### config.mk
export PLATFORM = sky130hd
export DESIGN_NAME = br_resolve_top
export DESIGN_NICKNAME = d
export VERILOG_FILES = /design/src/rtl/br_resolve_pkg.sv /design/src/rtl/br_tgt_add.sv /design/src/rtl/br_eq_cmp.sv /design/src/rtl/br_next_sel.sv /design/src/rtl/br_resolve_top.sv
export SDC_FILE = /design/constraint.sdc
export NUM_CORES = 1
export LEC_CHECK = 0
export BUFFER_PORTS_ARGS = -buffer_cell sky130_fd_sc_hd__buf_2
export CORE_ASPECT_RATIO = 0.6
export CORE_MARGIN = 2
export CORE_UTILIZATION = 49
export CTS_CLUSTER_SIZE = 25
export DETAILED_ROUTE_END_ITERATION = 6
export PLACE_DENSITY_LB_ADDON = 0.12
export SYNTH_ARGS = -nofsm -noshare
export SYNTH_HDL_FRONTEND = slang
export SYNTH_HIERARCHICAL = 1
export SYNTH_SLANG_ARGS = --single-unit
### constraint.sdc
create_clock -name clk_i -period 1.3 [get_ports clk_i]
set_input_delay 0.325 -clock clk_i [delete_from_list [all_inputs] [get_ports clk_i]]
set_output_delay 0.325 -clock clk_i [all_outputs]
set_load 0.05 [all_outputs]
### src/rtl/br_resolve_pkg.sv
package br_resolve_pkg;
  typedef enum logic [1:0] {
    BK_NONE = 2'b00,
    BK_JUMP = 2'b01,
    BK_BEQ  = 2'b10,
    BK_RSVD = 2'b11
  } br_kind_e;
endpackage

### src/rtl/br_tgt_add.sv
module br_tgt_add #(
  parameter int ADDR_W      = 32,
  parameter int OFS_W       = 16,
  parameter int INSTR_BYTES = 4
) (
  input  logic [ADDR_W-1:0] pc_plus_i,
  input  logic [OFS_W-1:0]  offset_i,
  output logic [ADDR_W-1:0] target_o
);
  localparam int SHIFT = $clog2(INSTR_BYTES);
  localparam int EXT_W = ADDR_W - OFS_W;

  logic [ADDR_W-1:0] ofs_ext;
  logic [ADDR_W-1:0] ofs_bytes;

  always_comb begin
    ofs_ext   = {{EXT_W{offset_i[OFS_W-1]}}, offset_i};
    ofs_bytes = ofs_ext << SHIFT;
    target_o  = pc_plus_i + ofs_bytes;
  end
endmodule

### src/rtl/br_eq_cmp.sv
module br_eq_cmp #(
  parameter int DATA_W = 32
) (
  input  logic [DATA_W-1:0] a_i,
  input  logic [DATA_W-1:0] b_i,
  output logic              eq_o
);
  logic [DATA_W-1:0] bit_same;

  for (genvar g = 0; g < DATA_W; g++) begin : g_bit
    assign bit_same[g] = ~(a_i[g] ^ b_i[g]);
  end

  assign eq_o = &bit_same;
endmodule

### src/rtl/br_next_sel.sv
module br_next_sel
  import br_resolve_pkg::*;
#(
  parameter int              ADDR_W   = 32,
  parameter logic [ADDR_W-1:0] RESET_PC = '0
) (
  input  logic              clk_i,
  input  logic              rst_ni,
  input  logic              valid_i,
  input  br_kind_e          kind_i,
  input  logic              eq_i,
  input  logic [ADDR_W-1:0] target_i,
  input  logic [ADDR_W-1:0] seq_pc_i,
  input  logic              delay_mode_i,
  output logic [ADDR_W-1:0] next_pc_o,
  output logic              redirect_o,
  output logic              flush_o
);
  logic              taken;
  logic [ADDR_W-1:0] pc_d, pc_q;
  logic              redir_d, redir_q;
  logic              flush_d, flush_q;
  logic              upd_en;

  always_comb begin
    taken = 1'b0;
    if (valid_i) begin
      unique case (kind_i)
        BK_JUMP: taken = 1'b1;
        BK_BEQ:  taken = eq_i;
        default: taken = 1'b0;
      endcase
    end
    pc_d    = taken ? target_i : seq_pc_i;
    redir_d = taken;
    flush_d = taken & ~delay_mode_i;
    upd_en  = 1'b1;
  end

  always_ff @(posedge clk_i or negedge rst_ni) begin
    if (!rst_ni) begin
      pc_q    <= RESET_PC;
      redir_q <= 1'b0;
      flush_q <= 1'b0;
    end else if (upd_en) begin
      pc_q    <= pc_d;
      redir_q <= redir_d;
      flush_q <= flush_d;
    end
  end

  assign next_pc_o  = pc_q;
  assign redirect_o = redir_q;
  assign flush_o    = flush_q;
endmodule

### src/rtl/br_resolve_top.sv
module br_resolve_top
  import br_resolve_pkg::*;
#(
  parameter int                ADDR_W      = 32,
  parameter int                OFS_W       = 16,
  parameter int                DATA_W      = 32,
  parameter int                INSTR_BYTES = 4,
  parameter logic [ADDR_W-1:0] RESET_PC    = '0
) (
  input  logic              clk_i,
  input  logic              rst_ni,
  input  logic              dec_valid_i,
  input  logic [1:0]        dec_kind_i,
  input  logic [ADDR_W-1:0] dec_pc_plus_i,
  input  logic [OFS_W-1:0]  dec_offset_i,
  input  logic [DATA_W-1:0] dec_opnd_a_i,
  input  logic [DATA_W-1:0] dec_opnd_b_i,
  input  logic [ADDR_W-1:0] seq_pc_i,
  input  logic              delay_mode_i,
  output logic [ADDR_W-1:0] next_pc_o,
  output logic              redirect_o,
  output logic              fd_flush_o
);
  logic [ADDR_W-1:0] target;
  logic              opnd_eq;
  br_kind_e          kind;

  assign kind = br_kind_e'(dec_kind_i);

  br_tgt_add #(
    .ADDR_W(ADDR_W), .OFS_W(OFS_W), .INSTR_BYTES(INSTR_BYTES)
  ) i_tgt_add (
    .pc_plus_i(dec_pc_plus_i),
    .offset_i (dec_offset_i),
    .target_o (target)
  );

  br_eq_cmp #(.DATA_W(DATA_W)) i_eq_cmp (
    .a_i (dec_opnd_a_i),
    .b_i (dec_opnd_b_i),
    .eq_o(opnd_eq)
  );

  br_next_sel #(.ADDR_W(ADDR_W), .RESET_PC(RESET_PC)) i_next_sel (
    .clk_i       (clk_i),
    .rst_ni      (rst_ni),
    .valid_i     (dec_valid_i),
    .kind_i      (kind),
    .eq_i        (opnd_eq),
    .target_i    (target),
    .seq_pc_i    (seq_pc_i),
    .delay_mode_i(delay_mode_i),
    .next_pc_o   (next_pc_o),
    .redirect_o  (redirect_o),
    .flush_o     (fd_flush_o)
  );

  a_r3_jump_taken: assert property (@(posedge clk_i) disable iff (!rst_ni)
    (dec_valid_i && dec_kind_i == 2'b01) |=> redirect_o);

  a_r4_beq_unequal_stays: assert property (@(posedge clk_i) disable iff (!rst_ni)
    (dec_valid_i && dec_kind_i == 2'b10 && dec_opnd_a_i != dec_opnd_b_i) |=> !redirect_o);

  a_r5_idle_sequential: assert property (@(posedge clk_i) disable iff (!rst_ni)
    !dec_valid_i |=> (!redirect_o && next_pc_o == $past(seq_pc_i)));

  a_r6_reserved_ignored: assert property (@(posedge clk_i) disable iff (!rst_ni)
    (dec_kind_i == 2'b11 || dec_kind_i == 2'b00) |=> !redirect_o);

  a_r8_no_flush_delayed: assert property (@(posedge clk_i) disable iff (!rst_ni)
    delay_mode_i |=> !fd_flush_o);

  a_r9_flush_with_redirect: assert property (@(posedge clk_i) disable iff (!rst_ni)
    fd_flush_o |-> redirect_o);
endmodule

* Word level (Yosys, flattened, before mapping) *
Index checks and enable logic that the tools add are counted.

word-level totals
  flip-flop bits (word level) = 34
  logic and storage cells = 76
  output and inout bits = 34
  input bits = 150

operators by class
  multiplexer cells = 3
  bitwise operators = 66
  equality and inequality tests = 2
  add/sub/neg operators = 1
  reductions and logical operators = 1

operators by type and width
  cell                  number
  $not A1 Y1            33
  $add A32 B32 Y32      1
  $mux W32              1
  $reduce_and A32 Y1    1
  $xor A1 B1 Y1         32
  $eq A2 B1 Y1 const B  1
  $eq A2 B2 Y1 const B  1
  $pmux W1 S2           1
  $and A1 B1 Y1         1
  $mux W1               1

* Depth between registers and ports, before layout *
Gate-level depths: netlist of run 1.

  depth in word-level cells = 6
  depth in mapped cells = 11
  gate-level depth less buffers = 11

* By module *
The synthesis of run 1 kept the hierarchy.

by module, submodules not included
  module       seq. area each (µm²)  cells an instance  area an instance (µm²)  instances
  br_tgt_add   0.0                   227                1606.5                  1
  br_next_sel  850.8                 76                 1311.3                  1
  br_eq_cmp    0.0                   43                 346.6                   1

* Worst setup path after synthesis of run 1 *
OpenSTA, ideal clock, no wires.

  path type = in2reg
  start = input dec_pc_plus_i[2]
  end = register i_next_sel.pc_q[28], in the netlist i_next_sel/next_pc_o[28]
  arrival time = 2.452 ns
  stages on the path = 10
  setup time = 0.125 ns
  buffers on the path = 0
  required time = 1.175 ns
  slack = -1.277 ns
  cell sequence = ha_1 inv_1 fa_1 nor2b_4 o31a_1 o41a_1 a211oi_2 o21ai_2 o311a_1 mux2_2

between the ends
  word-level cells in the longest chain between the ends = 2

RTL lines
  element                  RTL line              text
  from (decl)              br_resolve_top.sv:14  input logic [ADDR_W-1:0] dec_pc_plus_i,
  $add A32 B32 Y32         br_tgt_add.sv:19      target_o = pc_plus_i + ofs_bytes;
  net target[28]           br_resolve_top.sv:24  logic [ADDR_W-1:0] target;
  $mux W32                 br_next_sel.sv:34     pc_d = taken ? target_i : seq_pc_i;
  net i_next_sel.pc_d[28]  br_next_sel.sv:20     logic [ADDR_W-1:0] pc_d, pc_q;
  to (signal assigned)     br_next_sel.sv:46     pc_q <= pc_d;
  to (decl)                br_next_sel.sv:20

The timed path passes the listed nets, and every way through them passes these cells.

* Final worst setup path of run 1 *
  start = input dec_opnd_b_i[31]
  end = register i_next_sel.pc_q[18], in the netlist i_next_sel/next_pc_o[18]

between the ends
  word-level cells in the longest chain between the ends = 6

RTL lines
  element                  RTL line              text
  from (decl)              br_resolve_top.sv:17  input logic [DATA_W-1:0] dec_opnd_b_i,
  $xor A1 B1 Y1            br_eq_cmp.sv:11       assign bit_same[g] = ~(a_i[g] ^ b_i[g]);
  $not A1 Y1               br_eq_cmp.sv:11
  $reduce_and A32 Y1       br_eq_cmp.sv:14       assign eq_o = &bit_same;
  net opnd_eq              br_resolve_top.sv:25  logic opnd_eq;
  $pmux W1 S2              br_next_sel.sv:28     unique case (kind_i)
  $mux W1                  br_next_sel.sv:27     if (valid_i) begin
  $mux W32                 br_next_sel.sv:34
  net i_next_sel.pc_d[18]  br_next_sel.sv:20

The timed path passes the listed nets, and every way through them passes these cells.

==> flow_metrics.py, run 1 <==
metrics = {
    "status": {
        "outcome": "finished, violations left",
        "violations": "DRC, setup timing",
    },
    "synth": {
        "post_synth_and_or_nand_nor_area_fraction_pct": 12.6,
        "list_of_most_frequent_post_synthesis_cells": "40 x sky130_fd_sc_hd__xor2_1, 34 x sky130_fd_sc_hd__dfrtp_1, 32 x sky130_fd_sc_hd__a21oi_1",
        "main_combinational_cell_family_by_area_after_synthesis": "compound AO/OA/AOI/OAI gates",
        "yosys.area_share.xor_xnor_pct": 15.0,
        "synthTopCellsByArea": "sky130_fd_sc_hd__dfrtp_1 26%, sky130_fd_sc_hd__ha_1 12%, sky130_fd_sc_hd__xor2_1 11%",
        "post_synth_instance_area_sq_um": 3260,
        "compound_gate_portion_of_the_synthesized_area_pct": 18.6,
        "postSynthNetCount": 528,
        "yosysWarningCount": 6,
        "postSynth.topFlopCell": "sky130_fd_sc_hd__dfrtp_1",
        "synth.distinct_cells": 55,
        "async_reset_ff_share_pct": 100,
        "synthMostInstantiatedCell": "sky130_fd_sc_hd__xor2_1",
        "syn_avg_cell_area_sq_um": 9.43,
        "synthDominantCellAreaShare_pct": 26.1,
        "yosysSeqAreaShare_pct": 26.1,
        "synth.largest_area_cell": "sky130_fd_sc_hd__dfrtp_1",
        "ys_seq_elements": 34,
        "yosys-mux-area-fraction_pct": 11.7,
        "synthAdderAreaFrac_pct": 12.5,
        "netlist_instances": 346,
        "synth_edf_count": 0,
    },
    "routing": {
        "post-route-drc-count": 163,
        "detail_route.vias_per_cell": 6.70,
        "detail_route.wl_per_cell_microns": 28.4,
        "totalWireLength_microns": 20400,
        "postRouteAntennaNets": 0,
        "routed-via-count": 4814,
        "number_of_iterations_in_the_first_detailed_routing_pass": 7,
        "drtIter0Drc": 1145,
    },
    "grt": {
        "grt_start_max_net_pins": 35,
        "via_count_of_the_first_global_routing_pass": 3871,
        "met2_usage_pct": 61.3,
        "grtUsageMet1_pct": 44.1,
        "grt-ovfl-total": 0,
        "antenna_found_initial": 2,
        "grtUsageTotal_pct": 35.3,
        "grt_util_met3_pct": 5.98,
        "gr-max-usage-layer": "met2",
        "grt_pass1_wl_microns": 19100,
    },
    "placed_design": {
        "place_hpwl_microns": 9830,
        "port_buffers": 183,
        "gpl.final_weighted_congestion": 0.949,
        "place_inst": 683,
    },
    "critical_path": {
        "worst-endpoint-required_ns": 1.49,
        "worstPathCellList": "buf_2 -> xor2_1 -> nor4_1 -> nand4_1 -> nor2_2 -> a21oi_2 -> nor3b_4 -> buf_4 -> buf_12 -> mux2_4",
        "cp_data_arrival_time_ns": 2.73,
        "cp-end-kind": "flip-flop",
        "critical_path_peak_fanout": 17,
        "worst_setup_path_start_kind": "input pin",
        "critical_path.slowest_cell": "sky130_fd_sc_hd__nand4_1",
        "worstPathBufferInverterCount": 3,
        "critical_path_class": "input pin to flip-flop",
        "critical_path.top_delay_family": "simple AND/OR/NAND/NOR gates",
        "critPathMaxStageDelay_ns": 0.42,
        "crit_path_start": "dec_opnd_b_i[31]",
    },
    "job": {
        "drv_cap": 0,
    },
    "timing": {
        "setup_violations": 35,
        "period_minus_slack_ns": 2.54,
        "achievable-frequency_ghz": 0.393,
        "layout_setup_ws_ns": -1.24,
        "fin_crit_sh_pct": 196,
        "rsz0062_at_grt": "true",
        "fin_worst_hold_slack_ns": 0.200,
        "max_slew_margin_pct": 54.7,
        "timing_max_transition_violations_final": 0,
        "timing.final.hold_violations": 0,
        "timing_worst_slew_pin_value_ns": 0.672,
    },
    "floorplanning": {
        "die-width_microns": 109,
        "top_level_ports": 184,
        "die_outline_height_microns": 67.2,
        "start_util_pct": 52.0,
        "core.rowCount": 22,
        "core_sq_um": 6280,
        "die_area_sq_um": 7350,
    },
    "final_layout": {
        "syn_to_final_growth_pct": 79.9,
        "num-fill-cells": 184,
        "layout-drive-gt1-share_pct": 63.6,
        "multi_input_combinational_cell_area_sq_um": 2850,
        "area.sequential_sq_um": 851,
        "layout.nets": 811,
        "finish.cell_count_without_fillers": 718,
    },
    "clock_network": {
        "clock_path_buffers": 2,
        "cts_root_buffer": "sky130_fd_sc_hd__clkbuf_8",
        "cts.sinks": 34,
        "htreeDepth": 2,
        "clock_transition_at_the_registers_of_the_reported_paths_ns": 0.07,
        "number_of_clock_buffers_inserted_by_tritoncts": 5,
        "cts_tree": "yes",
    },
    "power_and_ir_drop": {
        "vdd.ir_drop.worst_mv": 0.565,
        "power_per_cell_area_nw_per_um2": 865,
        "cell_leakage_power_nw": 2.94,
    },
    "worst_hold_path": {
        "worstHoldPathType": "input pin to flip-flop",
        "hold_path_startpoint": "delay_mode_i",
    },
}
## report_power, final
part | internal, mW | total (mW) | switching (mW)
logic | 1.23 | 2.81 | 1.58
clock network | 0.615 | 1.10 | 0.488
registers | 1.13 | 1.17 | 0.0338
## what timing repair did
action                     4_1_cts  5_1_grt
pin swaps                       21       38
hold buffers                     1        0
gates resized for setup         46       47
setup buffers                   16        7
setup endpoints to repair       34       34
hold endpoints to repair        34        0
cloned                           1        0
## cell type report
| type | instances | area share (%) |
|---|---|---|
| multi-input cells | 289 | 48.6 |
| repair buffers | 287 | 32.2 |
| flip-flops and latches | 34 | 14.5 |
| well taps | 84 | 1.79 |
| clock buffers | 6 | 1.41 |
| inverters | 12 | 0.767 |
| clock inverters | 1 | 0.511 |
| diodes | 5 | 0.213 |
## sequential cells by signal, summed over array words and instances (netlist names)
signal                 flops
i_next_sel/next_pc_o      32
i_next_sel/flush_o         1
i_next_sel/redirect_o      1
## metrics by stage
| stage | area [sq um] | setup slack [ns] | utilization [%] | power, mW | setup TNS [ns] |
|---|---|---|---|---|---|
| floorplan | 3470 | -1.09 | - | 2.41 | -27.14 |
| CTS | 5570 | -1.00 | 88.7 | 4.50 | -24.94 |
| detailed placement | 5050 | -1.39 | 80.5 | 3.32 | -37.56 |
| finish | 5870 | -1.24 | 93.6 | 5.08 | -39.37 |
| global placement | 5050 | -1.30 | 80.5 | 3.25 | -35.45 |
| global route | 5870 | -1.38 | 93.5 | 5.25 | -43.93 |
## cell families after synthesis
| kind of cell | Yosys count |
|---|---|
| muxes | 34 |
| buffers and inverters | 23 |
| adders and majority gates | 32 |
| xor gates and xnor gates | 56 |
| DFF | 34 |
| and+or+nand+nor | 77 |
| AOI/OAI and AO/OA | 90 |
## routing by layer
metal / share of wire [%] / wire length (microns) / vias to the layer above
li1: - / - / 1822
met1: 33 / 6790 / 2157
met2: 40 / 8190 / 591
met3: 16 / 3220 / 242
met4: 11 / 2170 / 2
met5: 0.13 / 26 / -
## cell usage in the layout (no fill, tap or decap), types with 12 or more instances in the layout
cell and n:
sky130_fd_sc_hd__nor2_1 13, sky130_fd_sc_hd__buf_6 25, sky130_fd_sc_hd__a21oi_2 12, sky130_fd_sc_hd__mux2_4 31
sky130_fd_sc_hd__ha_1 19, sky130_fd_sc_hd__xnor2_1 13, sky130_fd_sc_hd__dfrtp_1 34, sky130_fd_sc_hd__a21oi_1 20
sky130_fd_sc_hd__buf_4 88, sky130_fd_sc_hd__xor2_1 35, sky130_fd_sc_hd__nand2_1 19, sky130_fd_sc_hd__buf_2 168
## path summary, 6_finish.rpt
check / to / slack (ns) / cells past startpoint
hold / removal: i_next_sel/flush_o / 0.20 / 2
setup / recovery: i_next_sel/next_pc_o[18] / -1.24 / 10
max in group asynchronous: i_next_sel/next_pc_o[12] / 0.55 / 3
min in group asynchronous: i_next_sel/next_pc_o[30] / 0.54 / 3
No activity file was read; power rests on OpenSTA's default activity.
==> run 2, diff against run 1 <==
CELL_PAD_IN_SITES_DETAIL_PLACEMENT = 1   (was default)
CELL_PAD_IN_SITES_GLOBAL_PLACEMENT = 1   (was default)
CORE_UTILIZATION = 35   (was 49)
REMOVE_ABC_BUFFERS = 1   (was default)
==> flow_metrics.py, run 2 (synthesis gave the netlist of run 1 again) <==
metrics = {
    "status": {
        "outcome": "finished, violations left",
        "violations": "setup timing",
    },
    "critical_path": {
        "critical_path_class": "input pin to flip-flop",
        "critical_path_peak_fanout": 5,
        "cp_data_arrival_time_ns": 2.65,
        "worst_setup_path_start_kind": "input pin",
        "cp-end-kind": "flip-flop",
        "crit_path_start": "dec_pc_plus_i[9]",
        "termination_of_the_worst_setup_path": "i_next_sel/next_pc_o[28]",
        "worst-endpoint-required_ns": 1.46,
    },
    "timing": {
        "setup_violations": 35,
        "layout_setup_ws_ns": -1.19,
        "setup_total_negative_slack_ns": -29.72,
        "timing_max_transition_violations_final": 0,
        "period_minus_slack_ns": 2.49,
        "fin_crit_sh_pct": 192,
        "rsz0062_at_grt": "true",
        "timing_worst_slew_pin_value_ns": 0.433,
        "max_slew_margin_pct": 70.8,
        "timing.final.hold_violations": 0,
        "achievable-frequency_ghz": 0.401,
    },
    "floorplanning": {
        "start_util_pct": 35.8,
        "core.rowCount": 27,
        "core_sq_um": 9120,
        "die-width_microns": 129,
        "top_level_ports": 184,
        "die_area_sq_um": 10100,
        "die_outline_height_microns": 78.8,
    },
    "placed_design": {
        "place_hpwl_microns": 10700,
        "placement.setup.worst_slack_ns": -1.50,
        "gpl.final_weighted_congestion": 0.893,
        "port_buffers": 183,
        "place_inst": 724,
    },
    "grt": {
        "grt_pass1_wl_microns": 24500,
        "via_count_of_the_first_global_routing_pass": 4613,
        "antenna_found_initial": 0,
        "grt-ovfl-total": 0,
        "grt_start_max_net_pins": 35,
        "grtUsageTotal_pct": 31.4,
    },
    "routing": {
        "postRouteAntennaNets": 0,
        "drtIter0Drc": 320,
        "post-route-drc-count": 0,
        "totalWireLength_microns": 18800,
        "detail_route.vias_per_cell": 5.70,
        "routed-via-count": 4309,
        "number_of_iterations_in_the_first_detailed_routing_pass": 5,
        "detail_route.wl_per_cell_microns": 24.9,
    },
    "final_layout": {
        "syn_to_final_growth_pct": 83.2,
        "layout-drive-gt1-share_pct": 64.1,
        "most-common-layout-cells": "175 x sky130_fd_sc_hd__buf_2, 103 x sky130_fd_sc_hd__buf_4, 38 x sky130_fd_sc_hd__xor2_1, 34 x sky130_fd_sc_hd__dfrtp_1, 29 x sky130_fd_sc_hd__mux2_4",
        "mostFrequentLayoutCell": "sky130_fd_sc_hd__buf_2",
        "insertedDiodeCount": 0,
        "layout.nets": 823,
        "finish.cell_count_without_fillers": 756,
        "largest_register_ff_count": 32,
    },
    "power_and_ir_drop": {
        "vdd.ir_drop.worst_mv": 0.546,
        "post-layout-total-power_mw": 5.20,
        "cell_leakage_power_nw": 2.98,
        "power_per_cell_area_nw_per_um2": 870,
    },
    "job": {
        "drv_cap": 0,
    },
    "clock_network": {
        "clock_path_buffers": 2,
        "htreeDepth": 2,
        "cts_tree": "yes",
        "clock_transition_at_the_registers_of_the_reported_paths_ns": 0.06,
        "cts.sinks": 34,
        "cts_root_buffer": "sky130_fd_sc_hd__clkbuf_16",
        "number_of_clock_buffers_inserted_by_tritoncts": 5,
    },
    "worst_hold_path": {
        "hold_path_startpoint": "delay_mode_i",
        "worstHoldPathType": "input pin to flip-flop",
    },
}
[run 2: cell types whose count changed in the layout (fill, tap and decap cells not counted), sizes merged]
cell	change
buf	+12
bufinv	-1
diode	-5
[run 2: where the power goes]
part / internal, mW / switching (mW) / leakage [nW] / total, mW
clock network: 0.742 / 0.467 / 0.0688 / 1.21
registers: 1.14 / 0.0323 / 0.400 / 1.17
logic: 1.28 / 1.54 / 2.51 / 2.83
[run 2: critical path, cell delays in order]
cell and delay [ns]:
sky130_fd_sc_hd__buf_2 0.10, sky130_fd_sc_hd__ha_1 0.31, sky130_fd_sc_hd__buf_4 0.18, sky130_fd_sc_hd__o21ai_0 0.14
sky130_fd_sc_hd__a21oi_1 0.20, sky130_fd_sc_hd__o41a_1 0.32, sky130_fd_sc_hd__a211oi_2 0.13, sky130_fd_sc_hd__o21ai_2 0.22
sky130_fd_sc_hd__buf_4 0.16, sky130_fd_sc_hd__nand4_1 0.11, sky130_fd_sc_hd__o311a_1 0.17, sky130_fd_sc_hd__mux2_4 0.27
[run 2: final cells by class]
type | count | area, sq um
Tap cell | 116 | 145
Timing Repair Buffer | 299 | 1910
Sequential cell | 34 | 851
Clock buffer | 6 | 139
Inverter | 12 | 47.5
Multi-Input combinational cell | 289 | 2890
Fill cell | 1064 | 3140
[run 2: repair_timing]
| item | in CTS | in global routing |
|---|---|---|
| resized for setup | 87 | 44 |
| buffers inserted | 25 | 6 |
| setup endpoints to repair | 34 | 34 |
| pin swaps | 34 | 21 |
| hold buffers | 1 | 0 |
| hold endpoints to repair | 11 | 0 |
[run 2: how the worst min path moves through the flow]
| stage | to | slack, ns | cells after the start |
|---|---|---|---|
| floorplan | i_next_sel/flush_o | 0.03 | 0 |
| CTS | i_next_sel/flush_o | 0.21 | 2 |
| global route | i_next_sel/flush_o | 0.23 | 2 |
| global placement | i_next_sel/next_pc_o[6] | 0.24 | 1 |
| detailed placement | i_next_sel/next_pc_o[6] | 0.24 | 1 |
| finish | i_next_sel/flush_o | 0.24 | 2 |
[run 2: layer usage]
layer	vias to the layer above	global-route usage [%]	share of wire, %
met5	-	0	0
met4	0	10.1	2.6
met3	53	7.01	8.0
met2	282	57.9	50
met1	2131	36.2	39
li1	1843	-	-
[run 2: metrics by stage]
step / utilization [%] / instance area (sq um) / hold WS, ns
after detailed placement: 54.3 / 4950 / 0.245
after CTS: 62.9 / 5740 / 0.206
after floorplan: - / 3190 / 0.0294
after global routing: 65.6 / 5980 / 0.229
final: 65.6 / 5980 / 0.236
after global placement: 54.3 / 4950 / 0.236
